## src/rtl/tct_pkg.sv

```systemverilog
package tct_pkg;

    typedef enum logic [1:0] {
        ADR_COUNT = 2'd0,
        ADR_SUP   = 2'd1,
        ADR_HYP   = 2'd2,
        ADR_PEND  = 2'd3
    } tct_addr_e;

    localparam int NUM_CMP = 2;
    localparam int CMP_SUP = 0;
    localparam int CMP_HYP = 1;

endpackage

```

## src/rtl/tct_counter.sv

```systemverilog
module tct_counter #(
    parameter int CNT_W = 63
) (
    input  logic             clk,
    input  logic             rst_n,
    input  logic             tick_en,
    input  logic             load,
    input  logic [CNT_W-1:0] load_val,
    output logic [CNT_W-1:0] cnt_q,
    output logic [CNT_W-1:0] cnt_next,
    output logic             adv,
    output logic             wrap
);

    typedef struct packed {
        logic [CNT_W-1:0] cnt;
    } cnt_state_t;

    cnt_state_t state_d, state_q;

    always_comb begin
        state_d = state_q;
        adv     = tick_en & ~load;
        wrap    = adv & (&state_q.cnt);
        if (load) begin
            state_d.cnt = load_val;
        end else if (tick_en) begin
            state_d.cnt = state_q.cnt + 1'b1;
        end
    end

    always_ff @(posedge clk or negedge rst_n) begin
        if (!rst_n) begin
            state_q <= '0;
        end else begin
            state_q <= state_d;
        end
    end

    assign cnt_q    = state_q.cnt;
    assign cnt_next = state_d.cnt;

    // one tick adds exactly one
    p_cnt_step_r2: assert property (@(posedge clk) disable iff (!rst_n)
        (tick_en && !load) |=> (cnt_q == CNT_W'($past(cnt_q) + 1'b1)));

    // wrap lands on zero
    p_cnt_wrap_r2: assert property (@(posedge clk) disable iff (!rst_n)
        wrap |=> (cnt_q == '0));

    // a load wins over a tick
    p_cnt_load_r3: assert property (@(posedge clk) disable iff (!rst_n)
        load |=> (cnt_q == $past(load_val)));

endmodule

```

## src/rtl/tct_compare.sv

```systemverilog
module tct_compare #(
    parameter int CNT_W = 63,
    localparam int REG_W = CNT_W + 1
) (
    input  logic             clk,
    input  logic             rst_n,
    input  logic             wr_en,
    input  logic [REG_W-1:0] wr_val,
    input  logic [CNT_W-1:0] cnt_q,
    input  logic [CNT_W-1:0] cnt_next,
    input  logic             cnt_load,
    input  logic             adv,
    input  logic             wrap,
    input  logic             suppress,
    output logic [REG_W-1:0] reg_q,
    output logic             match_q
);

    typedef struct packed {
        logic [REG_W-1:0] cmp;
        logic             armed;
        logic             match;
    } cmp_state_t;

    localparam logic [REG_W-1:0] CMP_RST = {1'b1, {CNT_W{1'b0}}};

    cmp_state_t       state_d, state_q;
    logic [CNT_W-1:0] tgt;
    logic             dis;
    logic             live;
    logic             hit;

    always_comb begin
        state_d       = state_q;
        state_d.match = 1'b0;
        tgt           = state_q.cmp[CNT_W-1:0];
        dis           = state_q.cmp[CNT_W];
        live          = state_q.armed | wrap;
        hit           = 1'b0;
        if (wr_en) begin
            state_d.cmp   = wr_val;
            state_d.armed = ~wr_val[CNT_W] & (wr_val[CNT_W-1:0] > cnt_next);
        end else if (cnt_load) begin
            state_d.armed = ~dis & (tgt > cnt_next);
        end else if (adv) begin
            hit           = live & ~dis & (cnt_next == tgt);
            state_d.match = hit & ~suppress;
            state_d.armed = live & ~dis & ~hit;
        end
    end

    always_ff @(posedge clk or negedge rst_n) begin
        if (!rst_n) begin
            state_q <= '{cmp: CMP_RST, armed: 1'b0, match: 1'b0};
        end else begin
            state_q <= state_d;
        end
    end

    assign reg_q   = state_q.cmp;
    assign match_q = state_q.match;

    // a match shows in the cycle the counter reads the target
    p_hit_on_target_r4: assert property (@(posedge clk) disable iff (!rst_n)
        match_q |-> (cnt_q == reg_q[CNT_W-1:0]));

    // pulse lasts a single cycle
    p_single_pulse_r4: assert property (@(posedge clk) disable iff (!rst_n)
        match_q |=> !match_q);

    // a disabled compare never fires
    p_disabled_silent_r5: assert property (@(posedge clk) disable iff (!rst_n)
        match_q |-> !reg_q[CNT_W]);

    // no match on the edge of a counter load
    p_no_hit_on_load_r3: assert property (@(posedge clk) disable iff (!rst_n)
        cnt_load |=> !match_q);

endmodule

```

## src/rtl/tick_cmp_timer.sv

```systemverilog
module tick_cmp_timer
    import tct_pkg::*;
#(
    parameter int CNT_W = 63,
    localparam int REG_W = CNT_W + 1
) (
    input  logic             clk,
    input  logic             rst_n,
    input  logic             tick_en,
    input  logic             halted,
    input  logic             wr_en,
    input  logic [1:0]       wr_addr,
    input  logic [REG_W-1:0] wr_data,
    input  logic [1:0]       rd_addr,
    output logic [REG_W-1:0] rd_data,
    output logic             soft16_set,
    output logic             hyp_irq
);

    typedef struct packed {
        logic pend;
    } pend_state_t;

    logic [CNT_W-1:0] cnt_q;
    logic [CNT_W-1:0] cnt_next;
    logic             cnt_load;
    logic             adv;
    logic             wrap;
    logic [REG_W-1:0] cmp_val [NUM_CMP];
    logic             cmp_hit [NUM_CMP];
    pend_state_t      pend_d, pend_q;

    assign cnt_load = wr_en & (wr_addr == ADR_COUNT);

    tct_counter #(.CNT_W(CNT_W)) u_cnt (
        .clk      (clk),
        .rst_n    (rst_n),
        .tick_en  (tick_en),
        .load     (cnt_load),
        .load_val (wr_data[CNT_W-1:0]),
        .cnt_q    (cnt_q),
        .cnt_next (cnt_next),
        .adv      (adv),
        .wrap     (wrap)
    );

    for (genvar i = 0; i < NUM_CMP; i++) begin : g_cmp
        logic sel;
        logic quiet;
        assign sel   = wr_en & (wr_addr == 2'(i + 1));
        assign quiet = (i == CMP_HYP) ? halted : 1'b0;
        tct_compare #(.CNT_W(CNT_W)) u_cmp (
            .clk      (clk),
            .rst_n    (rst_n),
            .wr_en    (sel),
            .wr_val   (wr_data),
            .cnt_q    (cnt_q),
            .cnt_next (cnt_next),
            .cnt_load (cnt_load),
            .adv      (adv),
            .wrap     (wrap),
            .suppress (quiet),
            .reg_q    (cmp_val[i]),
            .match_q  (cmp_hit[i])
        );
    end

    always_comb begin
        pend_d = pend_q;
        if (cmp_hit[CMP_HYP]) begin
            pend_d.pend = 1'b1;
        end else if (wr_en && wr_addr == ADR_PEND) begin
            pend_d.pend = wr_data[0];
        end
    end

    always_ff @(posedge clk or negedge rst_n) begin
        if (!rst_n) begin
            pend_q <= '0;
        end else begin
            pend_q <= pend_d;
        end
    end

    always_comb begin
        rd_data = '0;
        case (tct_addr_e'(rd_addr))
            ADR_COUNT: rd_data[CNT_W-1:0] = cnt_q;
            ADR_SUP:   rd_data = cmp_val[CMP_SUP];
            ADR_HYP:   rd_data = cmp_val[CMP_HYP];
            default:   rd_data[0] = pend_q.pend;
        endcase
    end

    assign soft16_set = cmp_hit[CMP_SUP];
    assign hyp_irq    = pend_q.pend;

    // no hypervisor match when halted on the matching edge
    p_halt_blocks_r9: assert property (@(posedge clk) disable iff (!rst_n)
        cmp_hit[CMP_HYP] |-> !$past(halted));

    // the interrupt only rises from a match or a software set
    p_irq_source_r8: assert property (@(posedge clk) disable iff (!rst_n)
        $rose(hyp_irq) |-> ($past(cmp_hit[CMP_HYP])
                            || $past(wr_en && wr_addr == ADR_PEND && wr_data[0])));

    // the interrupt holds until software writes the flag
    p_irq_hold_r8: assert property (@(posedge clk) disable iff (!rst_n)
        (hyp_irq && !(wr_en && wr_addr == ADR_PEND)) |=> hyp_irq);

endmodule

```

## config.mk

```make
export PLATFORM = sky130hd
export DESIGN_NAME = tick_cmp_timer
export DESIGN_NICKNAME = d
export VERILOG_FILES = /design/src/rtl/tct_pkg.sv /design/src/rtl/tct_counter.sv /design/src/rtl/tct_compare.sv /design/src/rtl/tick_cmp_timer.sv
export SDC_FILE = /design/constraint.sdc
export NUM_CORES = 1
export LEC_CHECK = 0
export CORE_MARGIN = 2
export CORE_UTILIZATION = 54
export CTS_CLUSTER_SIZE = 40
export DETAILED_ROUTE_END_ITERATION = 8
export PLACE_DENSITY = 0.76
export SLEW_MARGIN = 40
export SYNTH_ARGS = -nofsm -noshare
export SYNTH_HDL_FRONTEND = slang
export SYNTH_HIERARCHICAL = 1
export SYNTH_SLANG_ARGS = --single-unit
```

## constraint.sdc

```tcl
create_clock -name clk -period 3.5 [get_ports clk]
set_input_delay 0.7 -clock clk [delete_from_list [all_inputs] [get_ports clk]]
set_output_delay 0.7 -clock clk [all_outputs]
set_load 0.01 [all_outputs]
```

==> results of run 1 <==
[through the flow]
stage                     utilization  TNS, ns
after floorplan                     -  -0.8536
after global placement         0.6674   -4.612
after detailed placement       0.6674   -5.168
after CTS                      0.7148   -1.578
after global routing           0.7309   -2.043
final                          0.7311   -1.694
[final timing paths]
path,from,end,depth (start not counted)
min in group clk,g_cmp[1].u_cmp/reg_q[22],g_cmp[1].u_cmp/reg_q[22],1
max in group asynchronous,rst_n,g_cmp[1].u_cmp/reg_q[63],2
worst max register to register,u_cnt/cnt_q[29],g_cmp[1].u_cmp/state_q[1],16
worst max-delay path,u_cnt/cnt_q[29],g_cmp[1].u_cmp/state_q[1],16
worst min-delay path,rst_n,g_cmp[0].u_cmp/reg_q[20],1
worst min register to register,g_cmp[1].u_cmp/reg_q[22],g_cmp[1].u_cmp/reg_q[22],1
[flip-flops by register name (all words and copies together), names as in the netlist]
register             count
g_cmp.u_cmp/match_q      2
g_cmp.u_cmp/reg_q      128
g_cmp.u_cmp/state_q      2
hyp_irq                  1
u_cnt/cnt_q             63
[cells in the final DEF (no fill, tap or decap), types with 39 or more instances in the layout]
| master | Yosys | routed |
|---|---|---|
| a21oi_1 | 82 | 79 |
| a222oi_1 | 63 | 63 |
| buf_4 | 128 | 404 |
| clkdlybuf4s50_1 | 0 | 120 |
| dfrtp_1 | 194 | 192 |
| ha_1 | 257 | 240 |
| inv_1 | 148 | 137 |
| mux2_2 | 127 | 127 |
| nand2_1 | 130 | 125 |
| nand3_1 | 47 | 39 |
| nand4_1 | 66 | 66 |
| nor2_1 | 106 | 103 |
| o21ai_0 | 81 | 56 |
[layer usage]
layer / GRT usage / share of wire
met1: 0.4411 / 0.40
met2: 0.5864 / 0.48
met3: 0.05780 / 0.075
met4: 0.1623 / 0.046
met5: 0 / 0
[power groups by stage]
stage	logic (mW)	clock network [mW]	registers, mW
6_report	4.93	2.12	3.12
3_3_place_gp	4.31	0	3.11
2_1_floorplan	2.69	0	3.05
3_5_place_dp	4.44	0	3.13
4_1_cts	4.67	2.14	3.10
5_1_grt	5.36	2.24	3.16
[cell families after synthesis]
| family | after synthesis |
|---|---|
| XOR/XNOR | 48 |
| other | 1 |
| multiplexers | 131 |
| AND/OR/NAND/NOR | 505 |
| flip-flops | 196 |
| adder cells (fa/ha/maj) | 257 |
| buffers and inverters | 342 |
| AO/OA/AOI/OAI | 337 |
[worst reg2reg max path, delay by kind of cell (launching register included)]
family	cells	cell delay, ns
DFF	1	0.47
adders and majority gates	1	0.26
AOI/OAI and AO/OA	2	0.35
and+or+nand+nor	10	2.46
buffers and inverters	3	0.37
[layout make-up]
cell class / count / share of cell area
Multi-Input combinational cell: 1279 / 0.4840
Timing Repair Buffer: 581 / 0.2224
Clock inverter: 13 / 0.007868
Inverter: 149 / 0.02511
Antenna cell: 3 / 0.0003348
Sequential cell: 196 / 0.2190
Tap cell: 396 / 0.02210
Clock buffer: 19 / 0.01931
[repair_timing]
action / 4_1_cts / 5_1_grt
setup buffers: 39 / 21
gates cloned: 0 / 0
resized for setup: 129 / 88
setup endpoints to repair: 12 / 24
pin swaps: 60 / 64
==> impl_metrics.toml, run 1 <==
[sta]
fin_crit_sh = 1.143
fin_hold_ws_ns = 0.3125
skew_ns = 0.01387
slew_headroom = 0.5017
max_freq_mhz = 249.9
tightestPinTransition_ns = 0.7475
setup_viol = 4
hold_viol = 0
fin_ws_ns = -0.5016
slew_violations = 0
grt_setup_unrepaired = "yes"
final.min_clock_period_ns = 4.002

[outcome]
violations = "negative setup slack"
outcome = "complete, but fails checks"

[route]
viasPerCell = 6.280
drc = 0
routed_wl_um = 58480
detail-route-antenna-nets = 0
vias = 16550
routedWlPerCell_um = 22.19
drtIter0Drc = 1700
first_pass_iters = 8

[setup_path]
cpMaxStageDelayCell = "or4_4"
cp_max_fo = 5
worst_path_largest_cell_delay_ns = 0.54
cp-start-kind = "flop"
crit_path_end_kind = "flop"
cp_top_family = "simple AND/OR/NAND/NOR gates"
reg2reg_slack_ns = -0.50
path_common_cell = "or4_4"
critPathKind = "reg -> reg"
crit_chain = "nand4_1 > or4_4 > or4_4 > or4_4 > a31oi_4 > inv_2 > buf_6 > ha_4 > nand2_4 > nor3_4 > nand2_2 > nor4_2 > buf_4 > and4_4 > nor4_1 > o2bb2ai_1"
cp.arrival_ns = 4.35
required_ns = 3.85
crit_buf_inv = 3

[yosys]
yosys_warnings = 6
ys_async_sr_fraction = 1.000
synth-seq-area-share = 0.2916
ys_seq_elements = 196
synthMuxAreaShare = 0.08737
synth_area_um2 = 16830
synth_top_family_by_area = "adder cells"
yosys.area_share.simple = 0.1535
synth.avg_cell_area_um2 = 9.260
netlist_top_cells_area = "dfrtp_1 (29%), ha_1 (19%), mux2_2 (8.5%)"
synth_nets = 2147
ys_types = 66
yosys.area.top_type = "dfrtp_1"
ys.flop_type = "dfrtp_1"
netlist.area_leader.share = 0.2885
synth_edf_count = 0
synth_xor_area_frac = 0.02499
synth_commonest_cells = "ha_1 (257), dfrtp_1 (194), inv_1 (148)"
synth-compound-area-share = 0.1385
syn-instance-count = 1817
synth_most_common_cell = "ha_1"
yosys.area_share.adder = 0.1911

[die]
dieArea_um2 = 32590
die_x_um = 180.5
die_h_um = 180.5
rows = 64
start_util = 0.5486
core_area_um2 = 30670
top_level_ports = 139

[placed_design]
dp_hpwl_um = 44400
io_buffers = 138
gp_congestion = 1.048
pre_cts_ws_ns = -1.326
dpl.cell_count = 2545
dpl_cell_area_um2 = 20470

[power_and_ir_drop]
power_density_nw_per_um2 = 453.7
max-vdd-ir-drop_mv = 0.3520
p_comb_frac = 0.485
switching_share = 0.3804
power.share.clock = 0.208
p_leak_nw = 10.42
power_mw = 10.17
power.internal_mw = 6.303
pwr-share-seq = 0.307
switchingPower_mw = 3.870

[global_route]
grt_usage = 0.3497
grt_start_max_net_pins = 86
grt_pass1_wl_um = 90240
grt_overflow_total = 0
grt_pass1_vias = 16700
antenna_found_initial = 2

[clock_tree]
tritoncts = "yes"
htree_levels = 4
cts_made_buffers = 17
clockRootBuffer = "clkbuf_16"
clk_pin_slew_ns = 0.07
insertion_delay_ns = 0.47
cts_sinks = 196
cts_buffer_depth = 2
hold_buffers = 0

[final_layout]
syn_to_final_growth_pct = 33.26
design_area_um2 = 22420
fin_nets = 2554
drive_above_1_share = 0.3295
nFillCells = 2201
finalNonFillerCells = 2636
register_area_um2 = 4910
multi_input_area_um2 = 10850

[min_path]
hold_path.class = "in -> async"

[flow_run]
drv_cap = 0
Note: power is estimated with default switching activity, not from simulation.
==> run 2, diff against run 1 <==
- CORE_UTILIZATION: 54 -> 45
- CTS_CLUSTER_DIAMETER: default -> 120
- PLACE_DENSITY: 0.76 -> 0.65
==> run 2 against run 1 <==
The flow still finishes with violations (negative setup slack); clock skew is 0.0075 ns higher; combinational power is 1% lower; wire length is 1.1% higher; worst hold slack worse by 0.065 ns; clock-buffer cell count is 1 lower; via count is 3.8% lower; critical path type unchanged; highest routed layer unchanged.
==> impl_metrics.toml, run 2 (synthesized netlist as in run 1, its figures left out) <==
[power_and_ir_drop]
p_leak_nw = 10.26
power_density_nw_per_um2 = 452.2
max-vdd-ir-drop_mv = 0.3606

[setup_path]
cpMaxStageDelayCell = "or4_4"
cp-start-kind = "flop"
crit_buf_inv = 2
crit_path_end_kind = "flop"
critPathKind = "reg -> reg"
worst_path_largest_cell_delay_ns = 0.55
required_ns = 3.86
cp_max_fo = 5
path_common_cell = "or4_4"
cp.arrival_ns = 4.36
crit_chain = "nand4_4 > or4_4 > or4_4 > or4_4 > a31oi_4 > buf_6 > inv_4 > ha_1 > o21ai_0 > o21bai_1 > a21oi_1 > nor2_1 > nand3b_1 > a31oi_1 > o2bb2ai_1"
cp_top_family = "simple AND/OR/NAND/NOR gates"

[outcome]
outcome = "complete, but fails checks"
violations = "negative setup slack"

[global_route]
grt_usage = 0.3031
antenna_found_initial = 1
grt_pass1_wl_um = 90180
grt_pass1_vias = 16110
grt_overflow_total = 0
grt_start_max_net_pins = 73

[sta]
fin_ws_ns = -0.5049
fin_crit_sh = 1.144
slew_violations = 0
setup_viol = 4
final.min_clock_period_ns = 4.005
grt_setup_unrepaired = "yes"
fin_hold_ws_ns = 0.2475
skew_ns = 0.02141
tightestPinTransition_ns = 0.6852
slew_headroom = 0.5432
hold_viol = 0
max_freq_mhz = 249.7

[final_layout]
drive_above_1_share = 0.3216
nFillCells = 3123
final_common_cell = "buf_4"
finalNonFillerCells = 2711
syn_to_final_growth_pct = 32.73
design_area_um2 = 22330
post-route-util = 0.6086
fin_nets = 2559
final_cell_mix = "buf_4 (426), ha_1 (245), dfrtp_1 (193)"
largest_reg_flops = 128

[clock_tree]
htree_levels = 4
tritoncts = "yes"
hold_buffers = 0
cts_sinks = 196
clk_pin_slew_ns = 0.09
cts_buffer_depth = 2
clockRootBuffer = "clkbuf_16"
cts_made_buffers = 17
insertion_delay_ns = 0.47

[die]
dieArea_um2 = 38950
die_h_um = 197.4
start_util = 0.4585
die_x_um = 197.4
core_area_um2 = 36700
top_level_ports = 139
rows = 70

[placed_design]
dp_hpwl_um = 45620
dpl.cell_count = 2652
gp_congestion = 0.9692
dpl_cell_area_um2 = 20820
io_buffers = 138

[route]
first_pass_iters = 7
drtIter0Drc = 1380
routedWlPerCell_um = 21.80
drc = 0
detail-route-antenna-nets = 0
vias = 15920
routed_wl_um = 59100
viasPerCell = 5.874

[min_path]
hold_path.class = "in -> async"

[flow_run]
drv_cap = 0
-- run 2: cell count changes in the layout (fill, tap and decap cells not counted), moves of 5 or more --
cell,previous run,this run
buf_4,404,426
inv_1,137,144
dlymetal6s2s_1,12,7
inv_2,10,1
ha_1,240,245
nor4_4,12,6
buf_6,27,9
-- run 2: final cells by class --
cell class              instances  area, um^2  area share
diodes                          1       2.502   0.0001121
clock buffers                  18       439.2     0.01966
clock inverters                14       168.9    0.007563
inverters                     149       568.0     0.02544
multi-input cells            1279       10700      0.4793
flip-flops and latches        196        4908      0.2198
well taps                     468       585.6     0.02622
repair buffers                586        4956      0.2219
-- run 2: report_power, final --
part           total (mW)  switching [mW]  leakage (nW)  internal, mW
combinational        4.87            2.42          7.64          2.46
clock                2.14            1.04         0.289          1.10
sequential           3.09           0.401          2.34          2.69
-- run 2: per-layer routing --
| metal | vias up | wire length (um) | share of wire | GRT usage |
|---|---|---|---|---|
| li1 | 7409 | - | - | - |
| met1 | 7749 | 25250 | 0.43 | 0.3919 |
| met2 | 632 | 27530 | 0.47 | 0.4931 |
| met5 | - | 0 | 0 | 0 |
| met4 | 0 | 2334 | 0.039 | 0.1303 |
| met3 | 134 | 3988 | 0.067 | 0.06044 |
-- run 2: timing repair --
item	4_1_cts	5_1_grt
endpoints found under the setup margin	40	22
setup buffers	18	9
resized for setup	78	80
pin swaps	39	45
-- run 2: path summary, 6_finish.rpt --
kind,from,end,cells past startpoint,slack [ns]
setup reg to reg,u_cnt/cnt_q[37],g_cmp[1].u_cmp/state_q[1],15,-0.50
min in group clk,g_cmp[0].u_cmp/reg_q[16],g_cmp[0].u_cmp/reg_q[16],1,0.55
hold / removal,rst_n,g_cmp[1].u_cmp/reg_q[24],1,0.25
hold reg to reg,g_cmp[0].u_cmp/reg_q[16],g_cmp[0].u_cmp/reg_q[16],1,0.55
max in group asynchronous,rst_n,u_cnt/cnt_q[39],2,2.29
setup / recovery,u_cnt/cnt_q[37],g_cmp[1].u_cmp/state_q[1],15,-0.50
-- run 2: stage by stage --
stage                     setup TNS, ns  total power, mW  worst slack (ns)
final                            -1.777            10.10           -0.5049
after global routing             -2.231            10.77           -0.6030
after CTS                        -1.782            9.934           -0.5193
after detailed placement         -6.689            7.654            -1.512
after global placement           -6.062            7.557            -1.505
after floorplan                 -0.8536            5.739           -0.2774
